[config.mk]
export PLATFORM = sky130hd
export DESIGN_NAME = spi_fault_monitor
export DESIGN_NICKNAME = d
export VERILOG_FILES = /design/src/rtl/spi_fault_pkg.sv /design/src/rtl/spi_fault_sync.sv /design/src/rtl/spi_fault_xfer.sv /design/src/rtl/spi_fault_flag.sv /design/src/rtl/spi_fault_monitor.sv
export SDC_FILE = /design/constraint.sdc
export NUM_CORES = 1
export LEC_CHECK = 0
export BUFFER_PORTS_ARGS = -buffer_cell sky130_fd_sc_hd__buf_2
export CORE_UTILIZATION = 45
export DETAILED_ROUTE_END_ITERATION = 8
export PLACE_DENSITY_LB_ADDON = 0.25
export SLEW_MARGIN = 20
export SYNTH_ARGS = -nofsm -noshare
export SYNTH_HDL_FRONTEND = slang
export SYNTH_SLANG_ARGS = --single-unit
[constraint.sdc]
create_clock -name clk -period 1.8 [get_ports clk]
set_clock_uncertainty 0.1 [all_clocks]
set_input_delay 0 -clock clk [delete_from_list [all_inputs] [get_ports clk]]
set_output_delay 0 -clock clk [all_outputs]
set_load 0.1 [all_outputs]
[src/rtl/spi_fault_pkg.sv]
// Package: shared constants and the synchronized pin view used by the
// SPI mode fault monitor. Assumes an 8-bit frame unless overridden.
package spi_fault_pkg;
    localparam int FRAME_BITS_DEF = 8;

    // Synchronized pin samples plus the previous sample, used for edge detection.
    typedef struct packed {
        logic ss_now;
        logic ss_prev;
        logic sck_now;
        logic sck_prev;
    } pin_view_t;

    // Number of clock edges in a frame of the given length.
    function automatic int edges_per_frame(input int bits);
        return 2 * bits;
    endfunction
endpackage

[src/rtl/spi_fault_sync.sv]
// Module: multi-stage synchronizer with an extra delayed copy for edge detection.
// Assumes the inputs are asynchronous levels; reset values are parameters.
module spi_fault_sync #(
    parameter int         WIDTH  = 2,
    parameter int         STAGES = 2,
    parameter logic [1:0] RST    = 2'b10
) (
    input  logic             clk,
    input  logic             rst_n,
    input  logic [WIDTH-1:0] din,
    output logic [WIDTH-1:0] dout,
    output logic [WIDTH-1:0] dprev
);
    logic [WIDTH-1:0] stg [STAGES];

    // Purpose: shift the raw pins through the synchronizer chain and keep one older copy.
    always_ff @(posedge clk) begin
        if (!rst_n) begin
            for (int i = 0; i < STAGES; i++) stg[i] <= RST[WIDTH-1:0];
            dprev <= RST[WIDTH-1:0];
        end else begin
            stg[0] <= din;
            for (int i = 1; i < STAGES; i++) stg[i] <= stg[i-1];
            dprev <= stg[STAGES-1];
        end
    end

    assign dout = stg[STAGES-1];
endmodule

[src/rtl/spi_fault_xfer.sv]
// Module: slave transfer tracker. Counts clock edges of one frame and
// reports a fault when select rises while a transfer is active.
// Assumes synchronized pins; is cleared whenever the port is master.
module spi_fault_xfer
    import spi_fault_pkg::*;
#(
    parameter int FRAME_BITS = FRAME_BITS_DEF
) (
    input  logic      clk,
    input  logic      rst_n,
    input  pin_view_t pins,
    input  logic      cpol,
    input  logic      cpha,
    input  logic      is_master,
    output logic      slave_fault,
    output logic      active
);
    localparam int EDGES = edges_per_frame(FRAME_BITS);
    localparam int CNT_W = $clog2(EDGES);
    localparam logic [CNT_W-1:0] LAST = CNT_W'(EDGES - 1);

    logic [CNT_W-1:0] cnt;
    logic ss_fell, ss_rose, sck_edge, to_idle, leave_idle;

    // Purpose: decode edges of the synchronized pins.
    always_comb begin
        ss_fell    = pins.ss_prev & ~pins.ss_now;
        ss_rose    = ~pins.ss_prev & pins.ss_now;
        sck_edge   = pins.sck_prev ^ pins.sck_now;
        to_idle    = sck_edge & (pins.sck_now == cpol);
        leave_idle = sck_edge & (pins.sck_now != cpol);
        slave_fault = ~is_master & active & ss_rose;
    end

    // Purpose: start, count and finish a slave transfer.
    always_ff @(posedge clk) begin
        if (!rst_n || is_master || slave_fault) begin
            active <= 1'b0;
            cnt    <= '0;
        end else if (!active) begin
            if (!cpha && ss_fell) begin
                active <= 1'b1;
                cnt    <= '0;
            end else if (cpha && leave_idle && !pins.ss_now) begin
                active <= 1'b1;
                cnt    <= CNT_W'(1);
            end
        end else if (sck_edge) begin
            if (to_idle && cnt == LAST) begin
                active <= 1'b0;
                cnt    <= '0;
            end else begin
                cnt <= cnt + 1'b1;
            end
        end
    end

    assert_idle_count_R8: assert property (@(posedge clk) disable iff (!rst_n)
        !active |-> cnt == '0);
    assert_phase1_needs_clock_R9: assert property (@(posedge clk) disable iff (!rst_n)
        (!active && cpha && !leave_idle) |=> !active);
endmodule

[src/rtl/spi_fault_flag.sv]
// Module: sticky fault flag and recovery action pulses.
// Assumes fault_evt is a single-cycle qualified fault indication.
module spi_fault_flag (
    input  logic clk,
    input  logic rst_n,
    input  logic fault_evt,
    input  logic flag_clr,
    input  logic err_irq_en,
    output logic fault_flag,
    output logic err_irq,
    output logic spi_en_clr,
    output logic tx_empty_set,
    output logic bit_cnt_rst,
    output logic pins_to_gpio
);
    logic action;

    // Purpose: hold the flag; a new fault wins over a clear.
    always_ff @(posedge clk) begin
        if (!rst_n)         fault_flag <= 1'b0;
        else if (fault_evt) fault_flag <= 1'b1;
        else if (flag_clr)  fault_flag <= 1'b0;
    end

    // Purpose: register the one-cycle recovery pulse.
    always_ff @(posedge clk) begin
        if (!rst_n) action <= 1'b0;
        else        action <= fault_evt;
    end

    assign spi_en_clr   = action;
    assign tx_empty_set = action;
    assign bit_cnt_rst  = action;
    assign err_irq      = fault_flag & err_irq_en;
    assign pins_to_gpio = fault_flag;

    assert_flag_set_R3: assert property (@(posedge clk) disable iff (!rst_n)
        fault_evt |=> fault_flag);
    assert_flag_clear_R3: assert property (@(posedge clk) disable iff (!rst_n)
        (flag_clr && !fault_evt) |=> !fault_flag);
    assert_action_pulse_R4: assert property (@(posedge clk) disable iff (!rst_n)
        fault_evt |=> (spi_en_clr && tx_empty_set && bit_cnt_rst));
endmodule

[src/rtl/spi_fault_monitor.sv]
// Module: top of the SPI mode fault monitor. Synchronizes the pins,
// detects master and slave faults and drives the recovery outputs.
// Assumes pins are asynchronous; select is active low.
module spi_fault_monitor
    import spi_fault_pkg::*;
#(
    parameter int FRAME_BITS  = FRAME_BITS_DEF,
    parameter int SYNC_STAGES = 2
) (
    input  logic clk,
    input  logic rst_n,
    input  logic ss_pin,
    input  logic sck_pin,
    input  logic cpol,
    input  logic cpha,
    input  logic is_master,
    input  logic fault_en,
    input  logic err_irq_en,
    input  logic flag_clr,
    output logic fault_flag,
    output logic err_irq,
    output logic spi_en_clr,
    output logic tx_empty_set,
    output logic bit_cnt_rst,
    output logic pins_to_gpio
);
    logic [1:0] sync_now, sync_prev;
    pin_view_t  pins;
    logic       slave_fault, master_fault, fault_evt, xfer_active;

    spi_fault_sync #(.WIDTH(2), .STAGES(SYNC_STAGES), .RST(2'b10)) u_sync (
        .clk(clk), .rst_n(rst_n), .din({ss_pin, sck_pin}),
        .dout(sync_now), .dprev(sync_prev)
    );

    // Purpose: pack the synchronized samples into the pin view.
    always_comb begin
        pins.ss_now   = sync_now[1];
        pins.ss_prev  = sync_prev[1];
        pins.sck_now  = sync_now[0];
        pins.sck_prev = sync_prev[0];
    end

    spi_fault_xfer #(.FRAME_BITS(FRAME_BITS)) u_xfer (
        .clk(clk), .rst_n(rst_n), .pins(pins), .cpol(cpol), .cpha(cpha),
        .is_master(is_master), .slave_fault(slave_fault), .active(xfer_active)
    );

    // Purpose: qualify the master-side fault and merge both sources.
    always_comb begin
        master_fault = is_master & fault_en & ~pins.ss_now;
        fault_evt    = master_fault | slave_fault;
    end

    spi_fault_flag u_flag (
        .clk(clk), .rst_n(rst_n), .fault_evt(fault_evt), .flag_clr(flag_clr),
        .err_irq_en(err_irq_en), .fault_flag(fault_flag), .err_irq(err_irq),
        .spi_en_clr(spi_en_clr), .tx_empty_set(tx_empty_set),
        .bit_cnt_rst(bit_cnt_rst), .pins_to_gpio(pins_to_gpio)
    );

    assert_master_fault_R2: assert property (@(posedge clk) disable iff (!rst_n)
        (is_master && fault_en && !pins.ss_now) |=> fault_flag);
    assert_no_slave_idle_fault_R9: assert property (@(posedge clk) disable iff (!rst_n)
        (!is_master && !xfer_active) |=> !spi_en_clr || $past(master_fault));
endmodule

==> results of run 1 <==
-- sequential cells by signal, summed over array words and instances (netlist names) --
signal	flops
u_flag.bit_cnt_rst	1
u_flag.fault_flag	1
u_sync.dprev	2
u_sync.stg	4
u_xfer.active	1
u_xfer.cnt	4
-- layer usage --
| metal | share of wire | track usage | vias to the layer above |
|---|---|---|---|
| met1 | 0.48 | 0.246 | 226 |
| met4 | 0.030 | 0.155 | 0 |
| met5 | 0 | 0 | - |
| li1 | - | - | 274 |
| met3 | 0.055 | 0.105 | 4 |
| met2 | 0.43 | 0.279 | 10 |
-- where the power goes --
group	total [uW]	internal [uW]	switching (uW)	leakage, uW
clock	176	86.2	89.6	0.0000150
sequential	299	294	4.96	0.000106
combinational	65.7	31.9	33.8	0.000198
total	541	412	128	0.000319
-- final timing paths --
kind | startpoint | endpoint | slack [ns] | cells after the start
setup / recovery | u_sync.dprev[0] | u_xfer.cnt[3] | 0.40 | 4
hold / removal | fault_en | u_flag.bit_cnt_rst | 0.04 | 4
setup reg to reg | u_sync.dprev[0] | u_xfer.cnt[3] | 0.40 | 4
hold reg to reg | u_sync.stg[0][1] | u_sync.stg[0][3] | 0.32 | 1
-- synth_stat cells (2+ instances only) --
library cell | n | area (sq um)
dfxtp_1 | 13 | 260
nand2b_1 | 5 | 31.3
and2_1 | 4 | 25.0
buf_4 | 3 | 22.5
nand2_1 | 3 | 11.3
nor2_1 | 3 | 11.3
a21oi_1 | 2 | 10.0
a31oi_1 | 2 | 12.5
inv_1 | 2 | 7.51
nand3b_1 | 2 | 15.0
nor3b_1 | 2 | 15.0
o211ai_1 | 2 | 15.0
o21ai_1 | 2 | 10.0
-- repair_timing --
action                    CTS  global route
hold endpoints to repair    8             0
resized for setup           0             0
hold buffers                7             0
-- layout make-up --
type | instances | area share
Multi-Input combinational cell | 45 | 0.405
Sequential cell | 13 | 0.339
Timing Repair Buffer | 22 | 0.189
Clock buffer | 4 | 0.0343
Tap cell | 14 | 0.0228
Inverter | 2 | 0.00979
-- cells in the final DEF, fill, tap and decap left out --
| cell type | netlist | layout |
|---|---|---|
| o21ai_2 | 1 | 1 |
| and2b_4 | 1 | 1 |
| nand2_1 | 3 | 3 |
| a21oi_1 | 2 | 2 |
| nor2b_2 | 1 | 1 |
| and2_1 | 4 | 3 |
| or3_1 | 1 | 1 |
| o211a_1 | 1 | 1 |
| nor3b_1 | 2 | 2 |
| a211oi_1 | 1 | 1 |
| o22ai_1 | 1 | 1 |
| a31oi_1 | 2 | 2 |
| o211ai_1 | 2 | 2 |
| dfxtp_1 | 13 | 13 |
| o2111ai_1 | 1 | 1 |
| clkbuf_4 | 0 | 3 |
| a311oi_1 | 1 | 1 |
| clkbuf_1 | 0 | 1 |
| o21a_1 | 1 | 1 |
| nand2b_1 | 5 | 5 |
| inv_1 | 2 | 2 |
| ha_1 | 1 | 1 |
| nand4_1 | 1 | 1 |
| dlygate4sd3_1 | 0 | 7 |
| o22ai_2 | 1 | 1 |
| o21ai_1 | 2 | 2 |
| a31o_2 | 1 | 1 |
| and2_2 | 1 | 2 |
| a2bb2oi_1 | 1 | 1 |
| nor2_1 | 3 | 3 |
| and3b_1 | 1 | 1 |
| buf_2 | 0 | 15 |
| nand3_1 | 1 | 1 |
| nand3b_1 | 2 | 2 |
-- through the flow --
step	area (sq um)	instances	setup WS, ns	power, uW
after floorplan	601	63	0.109	341
after global placement	671	89	0.454	358
after detailed placement	671	89	0.414	359
after CTS	767	100	0.403	549
after global routing	767	100	0.315	574
final	767	100	0.395	541
-- cells by family (layout without fill, tap and decap cells) --
group	after synthesis	after routing	share of synthesized area
AND/OR/NAND/NOR	26	26	0.269
AO/OA/AOI/OAI	18	18	0.225
flip-flops	13	13	0.434
buffers and inverters	5	28	0.0501
adder cells (fa/ha/maj)	1	1	0.0209
-- worst max-delay path, cell delays in order (launching register included) --
cell and delay [ns]:
dfxtp_1 0.36, nor2b_2 0.24, o21ai_2 0.12, or3_1 0.36, a31oi_1 0.17
==> reports/results.tsv, run 1 <==
stage	metric	value	unit
run_status	status	finished, final reports clean	
sta	rsz0062_at_grt	no	
finish	multiInputGateArea	310	sq um
clocking	clock-sinks	13	
clocking	clkTransAtPathRegs	0.07	ns
clocking	cts_setup_buffers	0	
finish	final_nets	98	
finish	utilization	0.655	
critical_path	end_kind	flip-flop	
critical_path	worstPathMaxFanout	5	
sta	slew_violations	0	
logic_synthesis	ys_warn_count	0	
clocking	cts_tree	done	
routing	drt-wirelength-per-cell	11.4	um
finish	n_antenna_cell	0	
finish	seq_area	260	sq um
sta	finalSetupViolations	0	
die	die_area	1480	sq um
logic_synthesis	syn_avg_cell_area	9.51	sq um
flow_run	maxCapViolations	0	
clocking	root_buffer	clkbuf_4	
finish	area_growth	28.0	%
global_route	antenna_found_initial	0	
power	power_leakage	0.000319	uW
sta	tightest_slew	0.485	ns
sta	hold_ws	0.0442	ns
sta	maxClockFrequency	0.712	GHz
routing	drt_pre_antenna_iters	4	
finish	fill_cells	89	
die	placementRows	12	
logic_synthesis	synth.cell_area	599	sq um
clocking	numCtsBuffers	3	
logic_synthesis	synth_seq_area_share	0.434	
die	dieHeight	38.5	um
die	ios	16	
global_route	grt_pass1_wl	1.93	mm
logic_synthesis	async_reset_ff_frac	0	
critical_path	worstPathArrival	1.51	ns
logic_synthesis	synth_cells	63	
logic_synthesis	ys_seq_elements	13	
global_route	grt_max_degree	10	
place	gp_congestion	0.851	
die	start_util	0.512	
global_route	grt_use_total	0.207	
place	dp_hpwl	794	um
power	vdd_ir_drop_max	624	uV
global_route	overflow	0	
sta	relSlewSlack	0.679	
logic_synthesis	synth_cell_types	31	
routing	drtAntennaViolNets	0	
routing	drc_errors	0	
routing	drt-total-wl	1.14	mm
clocking	cts_buffer_depth	2	
clocking	h-tree-depth	1	
power	power_density	705	nW/um^2
die	die_w	38.5	um
logic_synthesis	synth_edf_count	0	
routing	drt_iter0_markers	4	
min_path	hold_class	input pin to flip-flop	
sta	period_share	0.780	
sta	hold_viol_final	0	
routing	avgViaCountPerCell	5.14	
global_route	grt_pass1_vias	442	
clocking	clk_latency	0.28	ns
finish	drive_gt1_frac	0.291	
critical_path	cp-start-kind	flip-flop	
critical_path	crit_type	flip-flop to flip-flop	
place	numPortBuffers	15	
sta	period_minus_slack	1.40	ns
sta	tns	0	ns
critical_path	required	1.91	ns
die	core	1170	sq um
logic_synthesis	synth_nets	74	
routing	num_vias	514	
logic_synthesis	synth_flop_cell	dfxtp_1	
Power figures use the tool's default switching activity.
==> run 2, diff against run 1 <==
Settings changed: ABC_AREA from default to 1.
Clock period 1.8 ns to 1.4 ns, I/O delays scaled along.
==> run 2 against run 1 <==
Compared with the run above:
- the flow now finishes with violations (hold timing)
- die area increased by 5.7%
- via count increased by 19%
- clock-buffer cell count unchanged
- fmax increased by 10%
- global-route usage increased by 2.4 points
- register-to-register slack got worse by 0.27 ns
- synthesized cell count increased by 37%
- area after synthesis increased by 6.1%
- critical path type unchanged
==> reports/results.tsv, run 2 <==
stage	metric	value	unit	change
sta	relSlewSlack	0.674		-0.00455
min_path	hp-start	rst_n		
critical_path	required	1.48	ns	-0.43 ns
critical_path	end_kind	flip-flop		
sta	slew_violations	0		unchanged
sta	hold_viol_final	1		+1
clocking	numCtsBuffers	3		unchanged
finish	n_antenna_cell	0		unchanged
power	power_density	847	nW/um^2	+20%
critical_path	worstPathArrival	1.35	ns	-0.16 ns
clocking	h-tree-depth	1		unchanged
logic_synthesis	synth_top_area_share	0.409		-0.0248
routing	drt_iter0_markers	10		+6
critical_path	r2r_start	u_xfer.cnt[1]		
logic_synthesis	synth_cells	86		+37%
power	clockPowerShare	0.341		+0.016
routing	drc_errors	0		unchanged
global_route	grt_use_total	0.231		+0.0239
critical_path	critPathSlowestCell	dfxtp_1		
sta	finalSetupViolations	0		unchanged
die	core	1300	sq um	+11%
logic_synthesis	synth_seq_area_share	0.409		-0.0248
logic_synthesis	syn_avg_cell_area	7.39	sq um	-22%
die	ios	16		unchanged
power	netSwitchingPower	192	uW	+49%
place	dp_hpwl	834	um	+5.0%
logic_synthesis	ys_warn_count	0		unchanged
clocking	cts_setup_buffers	0		unchanged
sta	period_minus_slack	1.27	ns	-0.131 ns
clocking	cts-resized-gates	0		unchanged
routing	drtAntennaViolNets	0		unchanged
clocking	cts_tree	done		
clocking	clkTransAtPathRegs	0.08	ns	about the same
clocking	clk_latency	0.28	ns	about the same
logic_synthesis	synth_cell_types	17		-45%
finish	layout_commonest_cell	nand2_1		
critical_path	startpoint	u_xfer.cnt[1]		
die	die_area	1570	sq um	+5.7%
critical_path	max_stage_delay	0.37	ns	about the same
power	swShare	0.265		+0.0281
finish	layout_common_cells	19 x nand2_1, 15 x buf_2, 14 x inv_1, 11 x dlygate4sd3_1, 11 x dfxtp_1		
sta	rsz0062_at_grt	no		
run_status	violations	hold timing		
sta	tns	0	ns	unchanged
clocking	cts_buffer_depth	2		unchanged
place	gp_congestion	0.745		-12%
finish	utilization	0.656		+0.000854
min_path	hold_class	input pin to flip-flop		
logic_synthesis	synth_flop_cell	dfxtp_1		
finish	reg_top3	u_sync.stg: 4 flops, u_xfer.cnt: 4 flops, u_sync.dprev: 2 flops		
critical_path	worstPathMaxFanout	3		-2
critical_path	cp-start-kind	flip-flop		
global_route	grt_max_degree	8		-2
sta	maxClockFrequency	0.785	GHz	+10%
global_route	grt_pass1_vias	582		+32%
power	p_int	531	uW	+29%
logic_synthesis	synth.cell_area	636	sq um	+6.1%
routing	avgViaCountPerCell	4.74		-7.9%
logic_synthesis	synth_edf_count	0		unchanged
global_route	overflow	0		unchanged
sta	hold_ws	-0.0335	ns	-0.0777 ns
die	dieHeight	39.6	um	+2.8%
routing	drt_pre_antenna_iters	4		unchanged
flow_run	maxCapViolations	0		unchanged
finish	drive_gt1_frac	0.325		+0.0339
place	numPortBuffers	15		unchanged
clocking	root_buffer	clkbuf_4		
place	placed_area	717	sq um	+6.9%
critical_path	cp_cell_sequence	ha_1 > nand2_1 > nor2_1 > nand3_2 > nand3_1 > nand2_1 > nand2_2 > a21oi_2		
die	die_w	39.6	um	+2.8%
logic_synthesis	async_reset_ff_frac	0		unchanged
sta	tightest_slew	0.492	ns	+0.00688 ns
critical_path	crit_type	flip-flop to flip-flop		
logic_synthesis	synth_most_common_cell	nand2_1		
routing	num_vias	611		+19%
die	start_util	0.488		-0.0233
routing	drt-wirelength-per-cell	10.8	um	-5.6%
global_route	antenna_found_initial	0		unchanged
die	placementRows	13		+1
sta	period_share	0.910		+0.130
power	power.total	723	uW	+34%
finish	stdcell_area	853	sq um	+11%
logic_synthesis	synth_nets	97		+31%
finish	fill_cells	120		+35%
routing	drt-total-wl	1.39	mm	+22%
power	seq_power_share	0.531		-0.022
logic_synthesis	synthTopCellsByArea	dfxtp_1 41%, nand2_1 11%, inv_1 8.3%		
critical_path	crit_top_cell	nand2_1		
global_route	grt_pass1_wl	2.25	mm	+17%
power	power_leakage	0.000419	uW	+32%
finish	final_nets	126		+29%
clocking	clock-sinks	13		unchanged
power	vdd_ir_drop_max	597	uV	-4.3%
logic_synthesis	yosysTopAreaCell	dfxtp_1		
finish	area_growth	34.3	%	
logic_synthesis	synth_commonest_cells	19 x nand2_1, 14 x inv_1, 13 x dfxtp_1		
power	comb_power_share	0.128		+0.007
logic_synthesis	ys_seq_elements	13		unchanged
run_status	status	complete, but fails checks		
==> run 2: cell count changes in the layout (fill, tap and decap cells not counted), moves of 4 or more <==
| cell | delta |
|---|---|
| nand2_2 | +6 |
| dlygate4sd3_1 | +4 |
| nand2_1 | +16 |
| nand2b_1 | -5 |
| inv_1 | +12 |
| nand3_1 | +7 |
==> run 2: cell families after synthesis <==
| logic type | after synthesis | share of synthesized area |
|---|---|---|
| xor gates and xnor gates | 1 | 0.0138 |
| buffers and inverters | 19 | 0.130 |
| adders and majority gates | 1 | 0.0197 |
| and+or+nand+nor | 44 | 0.348 |
| DFF | 13 | 0.409 |
| AOI/OAI and AO/OA | 8 | 0.0787 |
==> run 2: path summary, 6_finish.rpt <==
kind | to | slack [ns] | cells after the start
worst max-delay path | u_xfer.cnt[0] | 0.13 | 8
worst min-delay path | u_sync.stg[0][1] | -0.03 | 3
worst max register to register | u_xfer.cnt[0] | 0.13 | 8
worst min register to register | u_sync.stg[0][3] | 0.32 | 1
==> run 2: metal layers <==
layer,track usage,vias to the layer above,wire [um]
met2,0.414,20,752
met5,0,-,0
li1,-,316,-
met1,0.196,266,494
met4,0.216,0,75
met3,0.0739,9,66
==> run 2: cell type report <==
type                            count  area [sq um]  share of cell area
Multi-Input combinational cell     54           293               0.343
Timing Repair Buffer               27           193               0.226
Inverter                           16          60.1              0.0704
Tap cell                           15          18.8              0.0220
Clock buffer                        4          26.3              0.0308
Sequential cell                    13           263               0.308
==> run 2: repair_timing <==
action | 4_1_cts | 5_1_grt
endpoints found under the setup margin | 0 | 1
hold buffers | 12 | 0
hold endpoints to repair | 8 | 0
==> run 2: critical path: cells and delay by family, from the launching register on <==
kind            cells  cell delay, ns
compound gates      1            0.04
fa+ha+maj           1            0.18
flops               1            0.37
simple gates        6            0.47
==> run 2: power by group through the flow <==
| stage | sequential [uW] | clock (uW) | combinational [uW] |
|---|---|---|---|
| 2_1_floorplan | 397 | 0 | 42.5 |
| 3_3_place_gp | 392 | 0 | 68.5 |
| 3_5_place_dp | 392 | 0 | 69.4 |
| 4_1_cts | 383 | 245 | 92.4 |
| 5_1_grt | 385 | 264 | 101 |
| 6_report | 384 | 246 | 92.3 |
==> run 2: through the flow <==
| step | setup slack [ns] | std cells |
|---|---|---|
| after global placement | 0.176 | 114 |
| after CTS | 0.0148 | 130 |
| final | 0.126 | 129 |
| after global routing | 0.0387 | 129 |
| after detailed placement | 0.126 | 114 |
| after floorplan | -0.0597 | 86 |
==> run 3, diff against run 2 <==
Settings changed: BUFFER_PORTS_ARGS -buffer_cell sky130_fd_sc_hd__buf_2 to -buffer_cell sky130_fd_sc_hd__buf_4, SYNTH_HIERARCHICAL from default to 1.
==> run 3 against run 2 <==
Compared with the run above:
- the run now ends clean
- critical path depth fell by 3
- fmax fell by 2.5%
- combinational power rose by 16%
- wire length rose by 6.8%
- critical endpoint is now u_sync/stg[0][1]
- largest cell class unchanged
- highest routed layer unchanged
==> reports/results.tsv, run 3 <==
stage	metric	value	unit	change
run_status	status	finished, final reports clean		
finish	layout_common_cells	25 x nand2_1, 20 x inv_1, 16 x buf_4, 9 x nand3_1, 9 x dfxtp_1		
global_route	grt_util_met3	0.0489		-0.0250
die	core	1370	sq um	+5.0%
logic_synthesis	synth_xor_area_frac	0.0127		-0.00108
global_route	grt_pass1_vias	595		+2.2%
critical_path	cp-start-kind	input pin		
clocking	cts_tree	done		
global_route	antenna_found_initial	0		unchanged
die	ios	16		unchanged
routing	drt_iter0_markers	14		+4
clocking	cts_setup_buffers	0		unchanged
logic_synthesis	synth_seq_area_share	0.377		-0.0320
logic_synthesis	ys_warn_count	6		+6
logic_synthesis	synth_cells	101		+17%
clocking	clkTransAtPathRegs	0.08	ns	about the same
global_route	grt_util_met2	0.414		about the same
power	power_density	799	nW/um^2	-5.6%
die	die_area	1690	sq um	+8.0%
critical_path	critPathSlowestCell	dlygate4sd3_1		
critical_path	worstPathMaxFanout	1		-2
sta	tns	0	ns	unchanged
logic_synthesis	synth_top_family_by_area	simple AND/OR/NAND/NOR gates		
logic_synthesis	yosys.area_share.adder	0.0181		-0.00154
critical_path	end_kind	flip-flop		
logic_synthesis	synth_nets	112		+15%
clocking	numCtsBuffers	3		unchanged
global_route	use_met1	0.201		+0.00542
place	numPortBuffers	15		unchanged
critical_path	path_delay_family	buffers and inverters		
sta	period_minus_slack	1.31	ns	+0.0320 ns
flow_run	maxCapViolations	0		unchanged
die	start_util	0.505		+0.0161
global_route	grt_use_total	0.211		-0.0205
sta	rsz0062_at_grt	no		
sta	period_share	0.933		+0.0229
power	vdd_ir_drop_max	534	uV	-11%
finish	reg_top3	u_sync/stg: 4 flops, u_xfer/cnt: 4 flops, u_sync/dprev: 2 flops		
power	power_leakage	0.000501	uW	+19%
logic_synthesis	ys_seq_elements	13		unchanged
logic_synthesis	synth_commonest_cells	25 x nand2_1, 20 x inv_1, 13 x dfxtp_1		
min_path	whs_path_depth	5		+2
sta	relSlewSlack	0.814		+0.140
global_route	grt_most_used_layer	met2		
critical_path	max_stage_delay	0.57	ns	+0.20 ns
logic_synthesis	yosys.area_share.simple	0.370		+0.0218
critical_path	worstPathArrival	1.36	ns	about the same
logic_synthesis	synth_top_area_share	0.377		-0.0320
logic_synthesis	synthMuxAreaShare	0		unchanged
clocking	clk_latency	0.27	ns	about the same
finish	layout_commonest_cell	nand2_1		
logic_synthesis	synth_cell_types	16		-1
clocking	h-tree-depth	1		unchanged
global_route	overflow	0		unchanged
critical_path	crit_top_cell	dlygate4sd3_1		
routing	drtAntennaViolNets	0		unchanged
clocking	cts_buffer_depth	2		unchanged
routing	drt_pre_antenna_iters	4		unchanged
routing	drt-wirelength-per-cell	10.7	um	-0.84%
routing	drt-total-wl	1.48	mm	+6.8%
routing	num_vias	649		+6.2%
logic_synthesis	synth.cell_area	689	sq um	+8.5%
sta	hold_viol_final	0		-1
finish	n_antenna_cell	0		unchanged
die	dieHeight	41.1	um	+3.9%
sta	tightest_slew	0.281	ns	-0.211 ns
routing	avgViaCountPerCell	4.67		-1.4%
min_path	hold_class	input pin to flip-flop		
finish	final_nets	136		+7.9%
critical_path	cp_cell_sequence	dlygate4sd3_1 > buf_4 > inv_1 > nand2_1 > dlygate4sd3_1		
sta	maxClockFrequency	0.766	GHz	-2.5%
logic_synthesis	yosysTopAreaCell	dfxtp_1		
sta	hold_ws	0.00581	ns	+0.0393 ns
global_route	grt_pass1_wl	2.24	mm	-0.31%
die	die_w	41.1	um	+3.9%
logic_synthesis	synth_most_common_cell	nand2_1		
critical_path	required	1.46	ns	-0.02 ns
critical_path	crit_type	input pin to flip-flop		
finish	area_growth	31.2	%	
finish	drive_gt1_frac	0.298		-0.0262
logic_synthesis	synthTopCellsByArea	dfxtp_1 38%, nand2_1 14%, inv_1 11%		
critical_path	crit_buf_inv	4		+4
place	dp_hpwl	972	um	+17%
critical_path	crit_cells	5		-3
logic_synthesis	synth_flop_cell	dfxtp_1		
place	gp_congestion	0.740		-0.72%
sta	slew_violations	0		unchanged
die	placementRows	13		unchanged
clocking	clock-sinks	13		unchanged
critical_path	reg2reg_depth	8		unchanged
clocking	root_buffer	clkbuf_4		
logic_synthesis	async_reset_ff_frac	0		unchanged
logic_synthesis	synth_edf_count	0		unchanged
routing	drc_errors	0		unchanged
logic_synthesis	synth_compound_area_frac	0.0363		-0.0424
logic_synthesis	syn_avg_cell_area	6.83	sq um	-7.6%
sta	finalSetupViolations	0		unchanged
global_route	grt_max_degree	10		+2
==> run 3: cell families after synthesis <==
family                   Yosys count
buffers and inverters             29
AND/OR/NAND/NOR                   52
XOR/XNOR                           1
adder cells (fa/ha/maj)            1
AO/OA/AOI/OAI                      5
flip-flops                        13
==> run 3: per-layer routing <==
layer	wire length, um	vias to the layer above
li1	-	343
met1	631	286
met2	784	18
met5	0	-
met4	17	0
met3	50	2
==> run 3: path summary, 6_finish.rpt <==
check	start	to	slack [ns]
hold reg to reg	u_sync/stg[0][0]	u_sync/stg[0][2]	0.33
hold / removal	cpha	u_xfer/active	0.006
setup reg to reg	u_xfer/cnt[1]	u_xfer/cnt[0]	0.10
setup / recovery	ss_pin	u_sync/stg[0][1]	0.09
==> run 3: area by class of cell <==
cell class | count | area [sq um]
Sequential cell | 13 | 265
Tap cell | 15 | 18.8
Clock buffer | 4 | 26.3
Inverter | 24 | 90.1
Fill cell | 113 | 462
Multi-Input combinational cell | 59 | 304
Timing Repair Buffer | 24 | 200
==> run 3: metrics by stage <==
| stage | instance area (sq um) | worst slack (ns) | power (uW) | instances | util |
|---|---|---|---|---|---|
| 2_1_floorplan | 692 | -0.0597 | 451 | 101 | - |
| 3_5_place_dp | 793 | 0.0817 | 481 | 127 | 0.581 |
| 4_1_cts | 900 | 0.0657 | 729 | 139 | 0.658 |
| 5_1_grt | 905 | 0.00265 | 758 | 139 | 0.662 |
| 3_3_place_gp | 793 | 0.159 | 479 | 127 | 0.581 |
| 6_report | 905 | 0.0937 | 723 | 139 | 0.662 |
==> run 3: where the power goes <==
group | switching, uW | internal (uW) | leakage (uW)
clock | 120 | 110 | 0.0000150
sequential | 6.70 | 379 | 0.000108
combinational | 58.4 | 48.7 | 0.000378
==> run 3: worst min-delay path: stages <==
cell     delay (ns)
buf_4          0.11
inv_2          0.05
nor2_2         0.04
nand3_4        0.08
a21oi_1        0.05
==> run 3: timing repair <==
item	CTS	global route
setup endpoints to repair	0	2
hold buffers	8	0
resized for setup	0	3
endpoints found under the hold margin	10	0
